--- config.mk ---
export PLATFORM = sky130hd
export DESIGN_NAME = pi_aw_ctrl
export DESIGN_NICKNAME = d
export VERILOG_FILES = /design/src/rtl/pi_aw_pkg.sv /design/src/rtl/pi_sat.sv /design/src/rtl/pi_qmul.sv /design/src/rtl/pi_clamp.sv /design/src/rtl/pi_aw_ctrl.sv
export SDC_FILE = /design/constraint.sdc
export NUM_CORES = 2
export LEC_CHECK = 0
export ABC_AREA = 1
export BUFFER_PORTS_ARGS = -buffer_cell sky130_fd_sc_hd__buf_2
export CAP_MARGIN = 30
export CORE_MARGIN = 2
export CORE_UTILIZATION = 60
export CTS_CLUSTER_SIZE = 30
export DETAILED_ROUTE_END_ITERATION = 6
export PLACE_DENSITY = 0.82
export SYNTH_ARGS = -nofsm -noshare
export SYNTH_HDL_FRONTEND = slang
export SYNTH_HIERARCHICAL = 1
export SYNTH_SLANG_ARGS = --single-unit
--- constraint.sdc ---
create_clock -name clk -period 18 [get_ports clk]
set_clock_uncertainty 0.1 [all_clocks]
set_input_delay 0.9 -clock clk [delete_from_list [all_inputs] [get_ports clk]]
set_output_delay 0.9 -clock clk [all_outputs]
set_load 0.01 [all_outputs]
--- src/rtl/pi_aw_pkg.sv ---
package pi_aw_pkg;
    typedef enum logic [0:0] {
        ST_IDLE  = 1'b0,
        ST_INTEG = 1'b1
    } pi_state_e;
endpackage

--- src/rtl/pi_sat.sv ---
// Narrows a signed value to OUT_W bits, clipping to the representable range.
module pi_sat #(
    parameter int IN_W  = 17,
    parameter int OUT_W = 16
) (
    input  logic signed [IN_W-1:0]  d,
    output logic signed [OUT_W-1:0] q
);
    localparam int PAD = IN_W - OUT_W + 1;
    localparam logic signed [IN_W-1:0] HI = $signed({{PAD{1'b0}}, {(OUT_W-1){1'b1}}});
    localparam logic signed [IN_W-1:0] LO = $signed({{PAD{1'b1}}, {(OUT_W-1){1'b0}}});

    always_comb begin
        if (d > HI)      q = HI[OUT_W-1:0];
        else if (d < LO) q = LO[OUT_W-1:0];
        else             q = d[OUT_W-1:0];
    end
endmodule

--- src/rtl/pi_qmul.sv ---
// Fixed-point multiply: full product, round half up at FRAC, saturate.
module pi_qmul #(
    parameter int W    = 16,
    parameter int FRAC = 15
) (
    input  logic signed [W-1:0] a,
    input  logic signed [W-1:0] b,
    output logic signed [W-1:0] p
);
    localparam int PW = 2 * W;
    localparam logic signed [PW:0] HALF =
        $signed({{(PW+1-FRAC){1'b0}}, 1'b1, {(FRAC-1){1'b0}}});

    logic signed [PW-1:0] prod;
    logic signed [PW:0]   rnd;
    logic signed [PW:0]   shr;

    always_comb begin
        prod = a * b;
        rnd  = $signed({prod[PW-1], prod}) + HALF;
        shr  = rnd >>> FRAC;
    end

    pi_sat #(.IN_W(PW+1), .OUT_W(W)) u_sat (.d(shr), .q(p));
endmodule

--- src/rtl/pi_clamp.sv ---
// Output limiter plus the saturated limiter difference used for back-calculation.
module pi_clamp #(
    parameter int W = 16
) (
    input  logic signed [W-1:0] u,
    input  logic signed [W-1:0] lo,
    input  logic signed [W-1:0] hi,
    output logic signed [W-1:0] y,
    output logic signed [W-1:0] epi
);
    logic signed [W:0] diff;

    always_comb begin
        if (u > hi)      y = hi;
        else if (u < lo) y = lo;
        else             y = u;
        diff = $signed({y[W-1], y}) - $signed({u[W-1], u});
    end

    pi_sat #(.IN_W(W+1), .OUT_W(W)) u_sat (.d(diff), .q(epi));
endmodule

--- src/rtl/pi_aw_ctrl.sv ---
module pi_aw_ctrl
    import pi_aw_pkg::*;
#(
    parameter int W    = 16,
    parameter int FRAC = 15
) (
    input  logic                clk,
    input  logic                rst_n,
    input  logic                clear,
    input  logic                sample,
    input  logic signed [W-1:0] ref_in,
    input  logic signed [W-1:0] fb_in,
    input  logic signed [W-1:0] k0,
    input  logic signed [W-1:0] k1,
    input  logic signed [W-1:0] kcorr,
    input  logic signed [W-1:0] u_min,
    input  logic signed [W-1:0] u_max,
    output logic signed [W-1:0] u_out,
    output logic                u_valid,
    output logic                busy
);
    localparam int EW = W + 1;   // two-term sum width
    localparam int IW = W + 2;   // three-term sum width

    pi_state_e state_q, state_d;

    logic signed [W-1:0] integ_q, e_q, epi_q, k1_q, kc_q;
    logic signed [EW-1:0] err_w, u_w;
    logic signed [IW-1:0] i_w;
    logic signed [W-1:0] err, p0, u_raw, u_lim, epi, p1, p2, i_next;

    // ---------------- sample-path arithmetic ----------------
    assign err_w = $signed({ref_in[W-1], ref_in}) - $signed({fb_in[W-1], fb_in});
    pi_sat #(.IN_W(EW), .OUT_W(W)) u_err_sat (.d(err_w), .q(err));

    pi_qmul #(.W(W), .FRAC(FRAC)) u_mul_p (.a(k0), .b(err), .p(p0));

    assign u_w = $signed({p0[W-1], p0}) + $signed({integ_q[W-1], integ_q});
    pi_sat #(.IN_W(EW), .OUT_W(W)) u_u_sat (.d(u_w), .q(u_raw));

    pi_clamp #(.W(W)) u_lim_blk (
        .u(u_raw), .lo(u_min), .hi(u_max), .y(u_lim), .epi(epi)
    );

    // ---------------- integrator-path arithmetic ----------------
    pi_qmul #(.W(W), .FRAC(FRAC)) u_mul_i (.a(k1_q), .b(e_q),   .p(p1));
    pi_qmul #(.W(W), .FRAC(FRAC)) u_mul_c (.a(kc_q), .b(epi_q), .p(p2));

    assign i_w = $signed({{2{integ_q[W-1]}}, integ_q})
               + $signed({{2{p1[W-1]}}, p1})
               + $signed({{2{p2[W-1]}}, p2});
    pi_sat #(.IN_W(IW), .OUT_W(W)) u_i_sat (.d(i_w), .q(i_next));

    // ---------------- sequencer ----------------
    always_comb begin
        state_d = state_q;
        if (clear) begin
            state_d = ST_IDLE;
        end else begin
            unique case (state_q)
                ST_IDLE:  if (sample) state_d = ST_INTEG;
                ST_INTEG: state_d = ST_IDLE;
                default:  state_d = ST_IDLE;
            endcase
        end
    end

    always_ff @(posedge clk) begin
        if (!rst_n) state_q <= ST_IDLE;
        else        state_q <= state_d;
    end

    // ---------------- registered outputs and datapath state ----------------
    always_ff @(posedge clk) begin
        if (!rst_n) begin
            u_out   <= '0;
            u_valid <= 1'b0;
            integ_q <= '0;
            e_q     <= '0;
            epi_q   <= '0;
            k1_q    <= '0;
            kc_q    <= '0;
        end else begin
            u_valid <= 1'b0;
            if (clear) begin
                integ_q <= '0;
            end else begin
                unique case (state_q)
                    ST_IDLE: begin
                        if (sample) begin
                            u_out   <= u_lim;
                            u_valid <= 1'b1;
                            e_q     <= err;
                            epi_q   <= epi;
                            k1_q    <= k1;
                            kc_q    <= kcorr;
                        end
                    end
                    ST_INTEG: integ_q <= i_next;
                    default: ;
                endcase
            end
        end
    end

    assign busy = (state_q == ST_INTEG);

    // ---------------- assertions ----------------
    assert_valid_pulse_R4: assert property (@(posedge clk) disable iff (!rst_n)
        u_valid |=> !u_valid);

    assert_out_in_window_R4: assert property (@(posedge clk) disable iff (!rst_n)
        (u_valid && $past(u_min <= u_max)) |->
            (u_out >= $past(u_min) && u_out <= $past(u_max)));

    assert_busy_ignores_strobe_R7: assert property (@(posedge clk) disable iff (!rst_n)
        busy |=> !u_valid);

    assert_clear_zeroes_R8: assert property (@(posedge clk) disable iff (!rst_n)
        clear |=> (integ_q == '0));

    assert_integ_held_idle_R5: assert property (@(posedge clk) disable iff (!rst_n)
        (state_q == ST_IDLE && !clear) |=> (integ_q == $past(integ_q)));
endmodule

# Word-level counts from Yosys, hierarchy flattened
# Cells that the tools add are included.
[totals]
register_bits = 98
input_bits = 116
output_inout_bits = 18
[op_classes]
add_sub_neg = 8
n_mul = 3
order_cmp = 16
mux = 18
bitwise_logic = 3
n_reduce_logical = 3
[ops]
columns = ["cell", "count"]
rows = [
  ["$mux W16", 16],
  ["$add A32 B16 Y33 const B", 3],
  ["$mul A16 B16 Y32", 3],
  ["$gt A18 B16 Y1 const B", 4],
  ["$lt A18 B16 Y1 const B", 4],
  ["$gt A17 B16 Y1 const B", 3],
  ["$lt A17 B16 Y1 const B", 3],
  ["$add A16 B16 Y17", 2],
  ["$sub A16 B16 Y17", 2],
  ["$add A17 B16 Y18", 1],
  ["$gt A16 B16 Y1", 1],
  ["$lt A16 B16 Y1", 1],
  ["$not A1 Y1", 3],
  ["$reduce_and A3 Y1", 1],
  ["$reduce_or A3 Y1", 1],
  ["$pmux W1 S2", 1],
  ["$reduce_or A2 Y1", 1],
  ["$mux W1", 1],
]

# Depth between registers and ports, before layout
[logic_depth]
word_depth = 20
mapped_depth = 98
ltp_nobuf = 93

# Hierarchy
# Netlist, hierarchy kept.
[by_module_without_submodules]
columns = ["mod", "instances", "cells_each", "area_per_inst_um2", "seq_area_each_um2"]
rows = [
  ["pi_qmul (u_mul_c)", 1, 1486, 10822.9, 0.0],
  ["pi_qmul (u_mul_i)", 1, 1471, 10784.1, 0.0],
  ["pi_qmul (u_mul_p)", 1, 1450, 10685.2, 0.0],
  ["pi_aw_ctrl", 1, 1053, 6706.4, 1941.9],
  ["pi_clamp", 1, 368, 2149.6, 0.0],
  ["pi_sat (u_mul_c.u_sat ...)", 3, 90, 395.4, 0.0],
  ["pi_sat (u_err_sat ...)", 3, 37, 177.7, 0.0],
  ["pi_sat (u_i_sat)", 1, 36, 193.9, 0.0],
]

# Least setup slack after synthesis
# OpenSTA, ideal clock, no wires.
[synth_path]
path_kind = "input -> register"
startpoint = "input ref_in[0]"
endpoint = "register epi_q[7]"
setup_time_ps = 116
arrival_time_ps = 13411
t_required_ps = 17784
path_slack_ps = 4373
cell_stages = 83
path_cell_list = "inv_1 -> ha_1 -> fa_1 -> inv_1 -> nand2_1 -> nand2_1 -> nand3_1 -> nand2_1 -> nand2_1 -> nand2_1 -> nand2_1 -> nand2_1 -> nand2_4 -> nand2_1 -> nand2_1 -> clkbuf_1 -> clkbuf_1 -> nand2_1 -> (+47 left out) -> nand3_1 -> nand2_1 -> ha_1 -> inv_1 -> fa_1 -> nand2_1 -> nand2_1 -> o21a_1 -> nand3_1 -> nand4_1 -> a21oi_1 -> xor2_1 -> nand2_4 -> buf_12 -> nand2_1 -> nand2_1 -> o21ai_0 -> nor2_1"
[synth_via]
elab_chain_cells = 20
[synth_rtl]
columns = ["element", "line_no", "text"]
rows = [
  ["start: declaration", "pi_aw_ctrl.sv:11", "input logic signed [W-1:0] ref_in,"],
  ["$sub A16 B16 Y17 *", "pi_aw_ctrl.sv:33", "assign err_w = $signed({ref_in[W-1], ref_in}) - $signed({fb_in[W-1], fb_in});"],
  ["via err_w[16]", "pi_aw_ctrl.sv:28", "logic signed [EW-1:0] err_w, u_w;"],
  ["$lt A17 B16 Y1", "pi_sat.sv:15", "else if (d < LO) q = LO[OUT_W-1:0];"],
  ["$mux W16", "pi_sat.sv:15", ""],
  ["$mux W16 *", "pi_sat.sv:14", "if (d > HI) q = HI[OUT_W-1:0];"],
  ["via err[3]", "pi_aw_ctrl.sv:30", "logic signed [W-1:0] err, p0, u_raw, u_lim, epi, p1, p2, i_next;"],
  ["$mul A16 B16 Y32 *", "pi_qmul.sv:19", "prod = a * b;"],
  ["$add A32 B16 Y33 *", "pi_qmul.sv:20", "rnd = $signed({prod[PW-1], prod}) + HALF;"],
  ["via u_mul_p.rnd[32]", "pi_qmul.sv:15", "logic signed [PW:0] rnd;"],
  ["(+3 left out)", "-", ""],
  ["via p0[0]", "pi_aw_ctrl.sv:30", ""],
  ["(+1 left out)", "-", ""],
  ["via u_w[16]", "pi_aw_ctrl.sv:28", ""],
  ["(+3 left out)", "-", ""],
  ["via u_raw[13]", "pi_aw_ctrl.sv:30", ""],
  ["(+1 left out)", "-", ""],
  ["$mux W16", "pi_clamp.sv:15", "else if (u < lo) y = lo;"],
  ["$mux W16", "pi_clamp.sv:14", "if (u > hi) y = hi;"],
  ["$sub A16 B16 Y17 *", "pi_clamp.sv:17", "diff = $signed({y[W-1], y}) - $signed({u[W-1], u});"],
  ["via u_lim_blk.diff[16]", "pi_clamp.sv:11", "logic signed [W:0] diff;"],
  ["$lt A17 B16 Y1", "pi_sat.sv:15", ""],
  ["$mux W16", "pi_sat.sv:15", ""],
  ["$mux W16 *", "pi_sat.sv:14", ""],
  ["via epi[7]", "pi_aw_ctrl.sv:30", ""],
  ["end signal: assignment", "pi_aw_ctrl.sv:94", "epi_q <= epi;"],
  ["end: declaration", "pi_aw_ctrl.sv:27", "logic signed [W-1:0] integ_q, e_q, epi_q, k1_q, kc_q;"],
]
# Mark *: on every way through the listed nets, which the timed path passes. The rest lies on a longest branch.
# A chain may end at the register's enable or synchronous reset.

# Final worst setup path
[layout_path]
startpoint = "input ref_in[0]"
endpoint = "register epi_q[11]"
[layout_via]
elab_chain_cells = 20
[layout_rtl]
columns = ["element", "line_no"]
rows = [
  ["$sub A16 B16 Y17 *", "pi_aw_ctrl.sv:33"],
  ["via err_w[16]", "pi_aw_ctrl.sv:28"],
  ["$lt A17 B16 Y1", "pi_sat.sv:15"],
  ["$mux W16", "pi_sat.sv:15"],
  ["$mux W16 *", "pi_sat.sv:14"],
  ["via err[1]", "pi_aw_ctrl.sv:30"],
  ["$mul A16 B16 Y32 *", "pi_qmul.sv:19"],
  ["$add A32 B16 Y33 *", "pi_qmul.sv:20"],
  ["(+3 left out)", "-"],
  ["via p0[15]", "pi_aw_ctrl.sv:30"],
  ["(+1 left out)", "-"],
  ["via u_w[16]", "pi_aw_ctrl.sv:28"],
  ["(+3 left out)", "-"],
  ["via u_raw[11]", "pi_aw_ctrl.sv:30"],
  ["$lt A16 B16 Y1", "pi_clamp.sv:15"],
  ["$mux W16", "pi_clamp.sv:15"],
  ["$mux W16", "pi_clamp.sv:14"],
  ["$sub A16 B16 Y17 *", "pi_clamp.sv:17"],
  ["$lt A17 B16 Y1", "pi_sat.sv:15"],
  ["$mux W16", "pi_sat.sv:15"],
  ["$mux W16 *", "pi_sat.sv:14"],
  ["via epi[11]", "pi_aw_ctrl.sv:30"],
]
# Marks and branches as above.

==> impl_metrics.csv <==
group,metric,value,unit
outcome,outcome,"finished clean",
cts,cts.clk_slew.worst_paths,0.08,ns
route,drtIter0Drc,2690,
final_layout,final_cell_mix,"nand2_1 (1876), inv_1 (1732), fa_1 (821), nor2_1 (417), ha_1 (329)",
grt,grt_first_pass_wirelength,184.8,mm
min_path,hold_path_class,"reg -> reg",
logic_synthesis,yosysUniqueCellTypes,46,
critical_path,r2r.worst_path.cells,44,
floorplan,die_w,271.9,microns
floorplan,num_io_pins,134,
timing,layout_setup_ws,2.451,ns
cts,postCtsSetupRepairBufs,0,
cts,clock-root-buffer,"clkbuf_16",
placement,dp_slack,2.148,ns
logic_synthesis,synth.top_cell.area_share,0.3817,
cts,h-tree-depth,3,
timing,min_period,15.55,ns
route,antenna_left,0,
critical_path,cp_max_fo,35,
critical_path,regToRegEndpoint,"integ_q[0]$_SDFFE_PP0P_",
final_layout,antenna_cells,0,
timing,hold_viol,0,
cts,cts-resized-gates,0,
placement,place_congestion,0.9615,
timing,slew_violations,0,
timing,tightest_slew,1.005,ns
logic_synthesis,synth-seq-cells,97,
timing,setup_tns,0,ns
route,drt_wl_total,109.2,mm
min_path,min_to,"e_q[15]$_SDFFE_PN0P_",
floorplan,rows,98,
grt,track_usage,0.3070,
cts,worstSkewPairLatency,0.40,ns
grt,first_global_vias,38500,
logic_synthesis,synth_nets,7511,
critical_path,r2r_start,"epi_q[1]$_SDFFE_PN0P_",
cts,cts_made_buffers,9,
cts,cts.sinks,97,
critical_path,cp.required,18.18,ns
route,wl_per_cell,15.31,microns
timing,setup_violations,0,
job,maxCapViolCount,0,
logic_synthesis,ys.flop_type,"dfxtp_1",
critical_path,worst_setup_path_start_kind,"primary input",
min_path,holdCritStartpoint,"e_q[15]$_SDFFE_PN0P_",
final_layout,nets,7443,
logic_synthesis,synth_edf_count,0,
min_path,hold_depth,2,
route,dr.pass1.iters,6,
critical_path,crit_arrival,15.73,ns
final_layout,layout_commonest_cell,"nand2_1",
logic_synthesis,syn_inst,6245,
cts,hold_buffers,0,
timing,slew_headroom,0.3292,
critical_path,crit_top_cell,"nand2_1",
critical_path,criticalPathCategory,"in -> reg",
critical_path,path_delay_family,"simple AND/OR/NAND/NOR gates",
timing,rsz0062_at_grt,"false",
timing,period_share,0.8638,
logic_synthesis,yosysWarningCount,6,
critical_path,cp_slowest_cell,"fa_1",
floorplan,start_util,0.6044,
floorplan,dieHeight,271.9,microns
placement,dpl.hpwl,91.42,mm
route,drc,0,
logic_synthesis,avgSynthCellArea,6.895,sq um
logic_synthesis,synthesis.area,0.04306,sq mm
critical_path,max_stage_delay,0.76,ns
logic_synthesis,synth_top_area_cell,"fa_1",
cts,cts_tree,"yes",
route,avgViaCountPerCell,5.197,
floorplan,die-area,0.07393,sq mm
final_layout,syn_to_final_growth,2.723,%
grt,grt_max_degree,83,
logic_synthesis,synth-seq-area-share,0.04510,
critical_path,worstSetupEndpointType,"flop",
logic_synthesis,async_flop_share,0,
final_layout,drive_gt1_frac,0.03898,
logic_synthesis,ys_top_cells_by_area,"fa_1 (38%), nand2_1 (16%), inv_1 (15%)",
placement,io_buffers,133,
grt,antenna_found_initial,0,
critical_path,cp.depth,80,
cts,clock_path_buffers,2,
critical_path,cp_num_buf_inv,11,
route,vias,37060,
critical_path,r2r_slack,7.05,ns
timing,max_freq,64.31,MHz
grt,grt_overflow_total,0,
floorplan,core,0.07124,sq mm
-- area by class of cell --
type | count | area [sq um]
clock inverters | 7 | 81.33
inverters | 1744 | 6554
fillers | 6448 | 27010
clock buffers | 9 | 225.2
multi-input cells | 4173 | 33410
well taps | 950 | 1189
flip-flops and latches | 97 | 1942
repair buffers | 152 | 828.3
-- synth_stat cells, types with 2 or more instances --
cell      instances
nor4_1            2
nor3_1           35
nand2_4          11
nand3b_1         10
dfxtp_1          97
nand3_1         176
nand4_1          40
and2_1            5
nand3_2           7
nand2_1        1876
buf_2             5
buf_6            16
xnor2_1          22
or2_1             4
xor2_1           47
or2_2            11
clkbuf_2          9
buf_4             5
fa_1            821
o21ai_0         143
nand2_2          21
and3_2            3
o21ai_2           3
a21oi_1         157
o21bai_1         15
clkbuf_1        185
nor2_1          417
o21ai_1           7
buf_1             2
buf_12            7
inv_1          1732
nor3_2            3
ha_1            329
inv_2            10
-- worst max-delay path by stage --
| stage | from | endpoint | slack [ns] |
|---|---|---|---|
| after floorplan | ref_in[0] | epi_q[7]$_SDFFE_PN0P_ | 4.37 |
| after global placement | ref_in[0] | epi_q[10]$_SDFFE_PN0P_ | 2.67 |
| after detailed placement | ref_in[0] | epi_q[11]$_SDFFE_PN0P_ | 2.15 |
| after CTS | ref_in[0] | epi_q[11]$_SDFFE_PN0P_ | 2.55 |
| after global routing | ref_in[0] | epi_q[0]$_SDFFE_PN0P_ | 0.86 |
| final | ref_in[0] | epi_q[11]$_SDFFE_PN0P_ | 2.45 |
-- worst register-to-register path: cells and delay by family, from the launching register on --
kind / cells / cell delay [ns]
AO/OA/AOI/OAI: 4 / 1.08
adder cells (fa/ha/maj): 10 / 4.66
buffers and inverters: 7 / 0.95
flip-flops: 1 / 0.89
AND/OR/NAND/NOR: 23 / 3.17
-- state kept, by name (all words and copies together), names as in the netlist --
register  cells
e_q          16
epi_q        16
integ_q      16
k1_q         16
kc_q         16
u_out        16
busy          1
-- per-layer routing --
layer | routed length, microns | up-vias | GRT usage | part of all wire
li1 | - | 17690 | - | -
met1 | 45660 | 17820 | 0.3974 | 0.42
met2 | 54210 | 1337 | 0.5433 | 0.50
met3 | 6477 | 210 | 0.03121 | 0.059
met4 | 2853 | 0 | 0.09485 | 0.026
met5 | 0 | - | 0 | 0
-- metrics by stage --
step           utilization  hold WS (ns)  area (sq um)  cells
2_1_floorplan            -        0.3488         43060   6245
3_3_place_gp        0.6162        0.3638         43900   7115
3_5_place_dp        0.6162        0.3724         43900   7115
4_1_cts             0.6205        0.3921         44210   7131
5_1_grt             0.6209        0.4183         44230   7132
6_report            0.6209        0.3905         44230   7132
-- cells by family (layout without fill, tap and decap cells) --
family,after synthesis,in the layout,share of synthesized area
simple gates,2623,2623,0.2445
buf+inv,1975,1912,0.1789
fa+ha+maj,1150,1150,0.4773
compound gates,331,331,0.04019
flops,97,97,0.04510
xor+xnor,69,69,0.01403
Power is left out: the tool's default activity adds up to more than one toggle a clock period on the data nets, which glitch-free logic cannot reach.
